### config.mk
export PLATFORM = sky130hd
export DESIGN_NAME = grad_link_framer
export DESIGN_NICKNAME = d
export VERILOG_FILES = /design/src/rtl/glf_pkg.sv /design/src/rtl/glf_tx_packer.sv /design/src/rtl/glf_rx_unpacker.sv /design/src/rtl/glf_sticky.sv /design/src/rtl/grad_link_framer.sv
export SDC_FILE = /design/constraint.sdc
export NUM_CORES = 1
export LEC_CHECK = 0
export CORE_MARGIN = 8
export CORE_UTILIZATION = 30
export CTS_BUF_LIST = sky130_fd_sc_hd__clkbuf_4 sky130_fd_sc_hd__clkbuf_8
export CTS_CLUSTER_DIAMETER = 60
export DETAILED_ROUTE_END_ITERATION = 12
export GPL_ROUTABILITY_DRIVEN = 0
export GPL_TIMING_DRIVEN = 0
export HOLD_SLACK_MARGIN = 0.08
export SYNTH_ARGS = -nofsm -noshare
export SYNTH_HDL_FRONTEND = slang
export SYNTH_SLANG_ARGS = --single-unit
### constraint.sdc
create_clock -name clk_i -period 1.75 [get_ports clk_i]
set_input_delay 0.175 -clock clk_i [delete_from_list [all_inputs] [get_ports clk_i]]
set_output_delay 0.175 -clock clk_i [all_outputs]
set_load 0.02 [all_outputs]
### src/rtl/glf_pkg.sv
package glf_pkg;
  localparam int LINE_W    = 48;
  localparam int ADDR_W    = 10;
  localparam int DATA_W    = 20;
  localparam int PAR_IX    = LINE_W - 1;
  localparam int ADDR_LSB  = PAR_IX - ADDR_W;
  localparam int DATA_LSB  = ADDR_LSB - DATA_W;
  localparam int NLAST_IX  = 4;
  localparam int NDV_IX    = 3;
  localparam int NNG_IX    = 2;
  localparam int N_ERR     = 3;

  typedef struct packed {
    logic [ADDR_W-1:0] addr;
    logic [DATA_W-1:0] data;
    logic              last;
    logic              dv;
    logic              ng;
  } grad_word_t;

  localparam logic [LINE_W-1:0] IDLE_WORD =
    (LINE_W'(1) << PAR_IX) | (LINE_W'(1) << NLAST_IX) |
    (LINE_W'(1) << NDV_IX) | (LINE_W'(1) << NNG_IX);

  function automatic logic [LINE_W-1:0] pack_word(grad_word_t w);
    logic [LINE_W-1:0] l;
    l = '0;
    l[ADDR_LSB +: ADDR_W] = w.addr;
    l[DATA_LSB +: DATA_W] = w.data;
    l[NLAST_IX]           = ~w.last;
    l[NDV_IX]             = ~w.dv;
    l[NNG_IX]             = ~w.ng;
    l[PAR_IX]             = ^l[PAR_IX-1:0];
    return l;
  endfunction

  function automatic grad_word_t unpack_word(logic [LINE_W-1:0] l);
    grad_word_t w;
    w.addr = l[ADDR_LSB +: ADDR_W];
    w.data = l[DATA_LSB +: DATA_W];
    w.last = ~l[NLAST_IX];
    w.dv   = ~l[NDV_IX];
    w.ng   = ~l[NNG_IX];
    return w;
  endfunction
endpackage

### src/rtl/glf_tx_packer.sv
module glf_tx_packer
  import glf_pkg::*;
(
  input  logic              clk_i,
  input  logic              rst_ni,
  input  logic              valid_i,
  output logic              ready_o,
  input  grad_word_t        word_i,
  output logic [LINE_W-1:0] line_o
);
  logic              ready_q;
  logic [LINE_W-1:0] line_q;
  logic              accept;

  assign accept = valid_i & ready_q;

  always_ff @(posedge clk_i or negedge rst_ni) begin
    if (!rst_ni) begin
      ready_q <= 1'b0;
      line_q  <= IDLE_WORD;
    end else begin
      ready_q <= 1'b1;
      line_q  <= accept ? pack_word(word_i) : IDLE_WORD;
    end
  end

  assign ready_o = ready_q;
  assign line_o  = line_q;

  p_tx_parity_r2: assert property (@(posedge clk_i) disable iff (!rst_ni)
    (^line_o) == 1'b0);
  p_tx_idle_r3: assert property (@(posedge clk_i) disable iff (!rst_ni)
    !(valid_i && ready_o) |=> line_o == IDLE_WORD);
  p_tx_resv_r1: assert property (@(posedge clk_i) disable iff (!rst_ni)
    line_o[DATA_LSB-1:NLAST_IX+1] == '0 && line_o[NNG_IX-1:0] == '0);
  p_tx_data_r4: assert property (@(posedge clk_i) disable iff (!rst_ni)
    (valid_i && ready_o) |=> line_o[DATA_LSB +: DATA_W] == $past(word_i.data));
endmodule

### src/rtl/glf_rx_unpacker.sv
module glf_rx_unpacker
  import glf_pkg::*;
(
  input  logic              clk_i,
  input  logic              rst_ni,
  input  logic [LINE_W-1:0] line_i,
  output logic              valid_o,
  input  logic              ready_i,
  output grad_word_t        word_o,
  output logic [N_ERR-1:0]  err_ev_o
);
  grad_word_t dec;
  logic       par_ok, both, any, fwd, free;
  logic       valid_q;
  grad_word_t word_q;

  assign dec    = unpack_word(line_i);
  assign par_ok = ~(^line_i);
  assign both   = dec.dv & dec.ng;
  assign any    = dec.last | dec.dv | dec.ng;
  assign fwd    = par_ok & ~both & any;
  assign free   = ~valid_q | ready_i;

  // event order: parity, flag combination, overrun
  assign err_ev_o = {fwd & ~free, par_ok & both, ~par_ok};

  always_ff @(posedge clk_i or negedge rst_ni) begin
    if (!rst_ni) begin
      valid_q <= 1'b0;
      word_q  <= '0;
    end else if (fwd && free) begin
      valid_q <= 1'b1;
      word_q  <= dec;
    end else if (ready_i) begin
      valid_q <= 1'b0;
    end
  end

  assign valid_o = valid_q;
  assign word_o  = word_q;

  p_rx_hold_r9: assert property (@(posedge clk_i) disable iff (!rst_ni)
    (valid_o && !ready_i) |=> valid_o && $stable(word_o));
  p_rx_excl_r7: assert property (@(posedge clk_i) disable iff (!rst_ni)
    valid_o |-> !(word_o.dv && word_o.ng));
  p_rx_flags_r8: assert property (@(posedge clk_i) disable iff (!rst_ni)
    valid_o |-> (word_o.last || word_o.dv || word_o.ng));
  p_rx_badpar_r6: assert property (@(posedge clk_i) disable iff (!rst_ni)
    ((^line_i) && ready_i) |=> !valid_o);
endmodule

### src/rtl/glf_sticky.sv
module glf_sticky
  import glf_pkg::*;
(
  input  logic             clk_i,
  input  logic             rst_ni,
  input  logic [N_ERR-1:0] ev_i,
  input  logic             clr_i,
  output logic [N_ERR-1:0] err_o
);
  for (genvar g = 0; g < N_ERR; g++) begin : g_bit
    logic q;
    always_ff @(posedge clk_i or negedge rst_ni) begin
      if (!rst_ni)    q <= 1'b0;
      else if (ev_i[g]) q <= 1'b1;
      else if (clr_i) q <= 1'b0;
    end
    assign err_o[g] = q;

    p_sticky_hold_r6: assert property (@(posedge clk_i) disable iff (!rst_ni)
      (err_o[g] && !clr_i) |=> err_o[g]);
    p_set_wins_r10: assert property (@(posedge clk_i) disable iff (!rst_ni)
      ev_i[g] |=> err_o[g]);
  end
endmodule

### src/rtl/grad_link_framer.sv
module grad_link_framer
  import glf_pkg::*;
(
  input  logic              clk_i,
  input  logic              rst_ni,
  input  logic              tx_valid_i,
  output logic              tx_ready_o,
  input  logic [ADDR_W-1:0] tx_addr_i,
  input  logic [DATA_W-1:0] tx_data_i,
  input  logic              tx_last_i,
  input  logic              tx_dv_i,
  input  logic              tx_ng_i,
  output logic [LINE_W-1:0] line_tx_o,
  input  logic [LINE_W-1:0] line_rx_i,
  output logic              rx_valid_o,
  input  logic              rx_ready_i,
  output logic [ADDR_W-1:0] rx_addr_o,
  output logic [DATA_W-1:0] rx_data_o,
  output logic              rx_last_o,
  output logic              rx_dv_o,
  output logic              rx_ng_o,
  input  logic              err_clr_i,
  output logic              parity_err_o,
  output logic              proto_err_o,
  output logic              overrun_err_o
);
  grad_word_t       tx_word, rx_word;
  logic [N_ERR-1:0] err_ev, err_q;

  assign tx_word = '{addr: tx_addr_i, data: tx_data_i, last: tx_last_i,
                     dv: tx_dv_i, ng: tx_ng_i};

  glf_tx_packer i_tx (
    .clk_i, .rst_ni,
    .valid_i (tx_valid_i),
    .ready_o (tx_ready_o),
    .word_i  (tx_word),
    .line_o  (line_tx_o)
  );

  glf_rx_unpacker i_rx (
    .clk_i, .rst_ni,
    .line_i   (line_rx_i),
    .valid_o  (rx_valid_o),
    .ready_i  (rx_ready_i),
    .word_o   (rx_word),
    .err_ev_o (err_ev)
  );

  glf_sticky i_err (
    .clk_i, .rst_ni,
    .ev_i  (err_ev),
    .clr_i (err_clr_i),
    .err_o (err_q)
  );

  assign rx_addr_o     = rx_word.addr;
  assign rx_data_o     = rx_word.data;
  assign rx_last_o     = rx_word.last;
  assign rx_dv_o       = rx_word.dv;
  assign rx_ng_o       = rx_word.ng;
  assign parity_err_o  = err_q[0];
  assign proto_err_o   = err_q[1];
  assign overrun_err_o = err_q[2];
endmodule

==> results.json <==
{
  "grt-ovfl-total": 0,
  "grt_pass1_vias": 2792,
  "outcome": "finished with violations",
  "synthTopCellsByArea": "dfrtp_1 49%, xnor2_1 17%, mux2_4 13%",
  "initial_utilization": 0.307,
  "synthFlopType": "dfrtp_1",
  "port_buffers": 157,
  "clkSinkCount": 72,
  "fp.dieH_microns": 124,
  "clk_pin_slew_ns": 0.08,
  "net-switching-power_uw": 3630,
  "p_leak_uw": 0.00279,
  "cp_slowest_cell": "xor3_2",
  "via_per_inst": 4.25,
  "ys_top_cells_by_count": "68 x dfrtp_1, 68 x xnor2_1, 30 x and3_1, 30 x mux2_4, 14 x buf_4",
  "cap_violations": 0,
  "swShare": 0.324,
  "cts_root_buf": "clkbuf_8",
  "synth.top_cell.area_share": 0.485,
  "die_w_microns": 124,
  "grt_max_degree": 41,
  "yosysSeqAreaShare": 0.515,
  "yosys_warnings": 0,
  "power_frac_seq": 0.218,
  "worst_hold_path_type": "primary input to flip-flop",
  "ant_nets": 0,
  "drc": 0,
  "final-hold-violation-count": 0,
  "dieArea_sq_mm": 0.0154,
  "cp_max_fo": 5,
  "grt_pass1_wl_mm": 15.2,
  "fin_nets": 549,
  "syn_area_sq_mm": 0.00351,
  "cts_max_level": 3,
  "worstSetupPathType": "primary input to flip-flop",
  "violations": "setup timing",
  "end_kind": "flip-flop",
  "area_delta_synth_final_pct": 69.9,
  "clkPwrFrac": 0.131,
  "cts_tree": "done",
  "syn_area_per_cell_sq_um": 13.7,
  "cpPeakStageDelay_ns": 0.45,
  "core-area_sq_mm": 0.0114,
  "ios": 172,
  "wl_per_cell_microns": 16.7,
  "synth-edff-count": 0,
  "cp.arrival_ns": 2.39,
  "yosysTopAreaCell": "dfrtp_1",
  "cp.required_ns": 1.99,
  "dr.pass1.iters": 4,
  "path_cells": "clkdlybuf4s15_1 > xnor2_2 > xnor2_2 > xnor2_2 > xnor2_2 > xor3_2 > nor2_8 > buf_12 > buf_12 > buf_12 > mux2_4",
  "ys_ff_latch": 72,
  "max-vdd-ir-drop_mv": 1.06,
  "post-route-period-util": 1.23,
  "initialDrtViolationCount": 59,
  "setup_viol": 34,
  "drive_above_1_share": 0.325,
  "power_density_mw_per_mm2": 1880,
  "num_vias": 2590,
  "antenna_cells": 0,
  "crit_buf_inv": 4,
  "rsz0062_at_grt": "true",
  "place_hpwl_mm": 7.70,
  "pre_cts_ws_ns": -1.31,
  "placementRows": 39,
  "drt_wl_total_mm": 10.2,
  "cp-start-kind": "primary input",
  "cts.path.max_buffers": 2,
  "clock_latency_ns": 0.35,
  "slew_viol_final": 0,
  "cpMostUsedCell": "xnor2_2",
  "crit_family": "XOR/XNOR gates",
  "grt_usage": 0.130,
  "cts_inserted_buffers": 9,
  "internal_power_uw": 7560,
  "combinationalPowerShare": 0.651,
  "synth-async-reset-ratio": 1.00,
  "antenna_found_initial": 0,
  "fin_ws_ns": -0.404,
  "ys_types": 25,
  "tns_ns": -11.11,
  "fmax_ghz": 0.464,
  "syn_inst": 256,
  "fin_skew_ns": 0.00612,
  "period_needed_ns": 2.15
}
==> cell type report <==
| type | count | area (sq um) |
|---|---|---|
| Fill cell | 998 | 5460 |
| Timing Repair Buffer | 184 | 1810 |
| Sequential cell | 72 | 1810 |
| Multi-Input combinational cell | 171 | 1770 |
| Tap cell | 143 | 179 |
| Buffer | 21 | 148 |
| Clock buffer | 10 | 131 |
| Clock inverter | 6 | 83.8 |
| Inverter | 3 | 28.8 |
==> path summary, 6_finish.rpt <==
kind | slack (ns) | start | endpoint | depth (start not counted)
hold reg to reg | 0.49 | i_err.g_bit[2].q | i_err.g_bit[2].q | 1
setup / recovery | -0.40 | line_rx_i[36] | i_rx.word_o[18] | 11
hold / removal | 0.10 | line_rx_i[18] | i_rx.word_o[4] | 2
setup reg to reg | 0.01 | i_rx.valid_o | i_rx.word_o[18] | 7
min in group asynchronous | 0.31 | rst_ni | i_rx.word_o[6] | 2
max in group asynchronous | 0.79 | rst_ni | i_tx.line_o[3] | 3
==> routing by layer <==
| layer | up-vias | global-route usage | routed length, microns |
|---|---|---|---|
| met3 | 12 | 0.0752 | 1410 |
| met4 | 0 | 0.0491 | 145 |
| met5 | - | 0 | 0 |
| met1 | 1227 | 0.146 | 3860 |
| li1 | 1230 | - | - |
| met2 | 121 | 0.202 | 4780 |
==> power by group through the flow <==
stage	combinational, uW	sequential [uW]	clock, uW
2_1_floorplan	3360	3040	0
3_3_place_gp	5610	2460	0
3_5_place_dp	5680	2470	0
4_1_cts	7450	2450	1510
5_1_grt	7710	2500	1570
6_report	7290	2440	1460
==> state kept, by name (all words and copies together) (netlist names) <==
register	flops
i_rx.valid_o	1
i_rx.word_o	33
i_tx.ready_o	1
i_err.g_bit.q	3
i_tx.line_o	34
==> worst register-to-register path: cells and delay by family, from the launching register on <==
family	cells	cell delay, ns
flops	1	0.35
buf+inv	3	0.40
simple gates	3	0.60
mux	1	0.29
==> logic make-up after synthesis <==
logic type | Yosys count | synth area share
AO/OA/AOI/OAI | 6 | 0.0128
flip-flops | 72 | 0.515
XOR/XNOR | 78 | 0.204
AND/OR/NAND/NOR | 39 | 0.0706
buffers and inverters | 26 | 0.0567
adder cells (fa/ha/maj) | 1 | 0.00357
other | 2 | 0.00214
multiplexers | 32 | 0.135
==> cells in the final DEF (no fill, tap or decap), types with 2 or more instances in the layout <==
cell | netlist | routed
clkdlybuf4s50_1 | 0 | 108
dfrtp_1 | 68 | 68
xnor2_1 | 68 | 47
mux2_4 | 30 | 32
and3_1 | 30 | 30
buf_4 | 14 | 26
xnor2_2 | 0 | 20
conb_1 | 2 | 15
dlygate4sd2_1 | 0 | 15
clkbuf_2 | 0 | 11
buf_6 | 0 | 10
clkbuf_8 | 0 | 9
buf_2 | 0 | 9
buf_12 | 3 | 7
clkbuf_1 | 6 | 6
dlygate4sd3_1 | 0 | 5
nand3_1 | 4 | 4
xor2_1 | 8 | 4
xor2_2 | 0 | 4
dfstp_2 | 4 | 4
nand2_1 | 3 | 3
clkinv_2 | 0 | 3
clkdlybuf4s15_1 | 0 | 3
bufinv_16 | 0 | 2
buf_16 | 0 | 2
buf_8 | 0 | 2
==> per-stage QoR <==
stage	instance area, sq um	total power, uW	utilization	hold slack [ns]	std cells
finish	5960	11200	0.522	0.103	610
global route	5960	11800	0.522	0.0898	610
CTS	5860	11400	0.513	0.0839	609
detailed placement	5360	8150	0.469	0.158	570
global placement	5340	8070	0.467	0.470	569
floorplan	3590	6400	-	-0.121	269
==> timing repair <==
item,in CTS,in global routing
resized for setup,124,56
setup buffers,15,6
gates cloned,3,0
hold buffers,5,0
pin swaps,46,30
hold endpoints to repair,34,0
endpoints found under the setup margin,37,37
(Power assumes the default switching activity.)
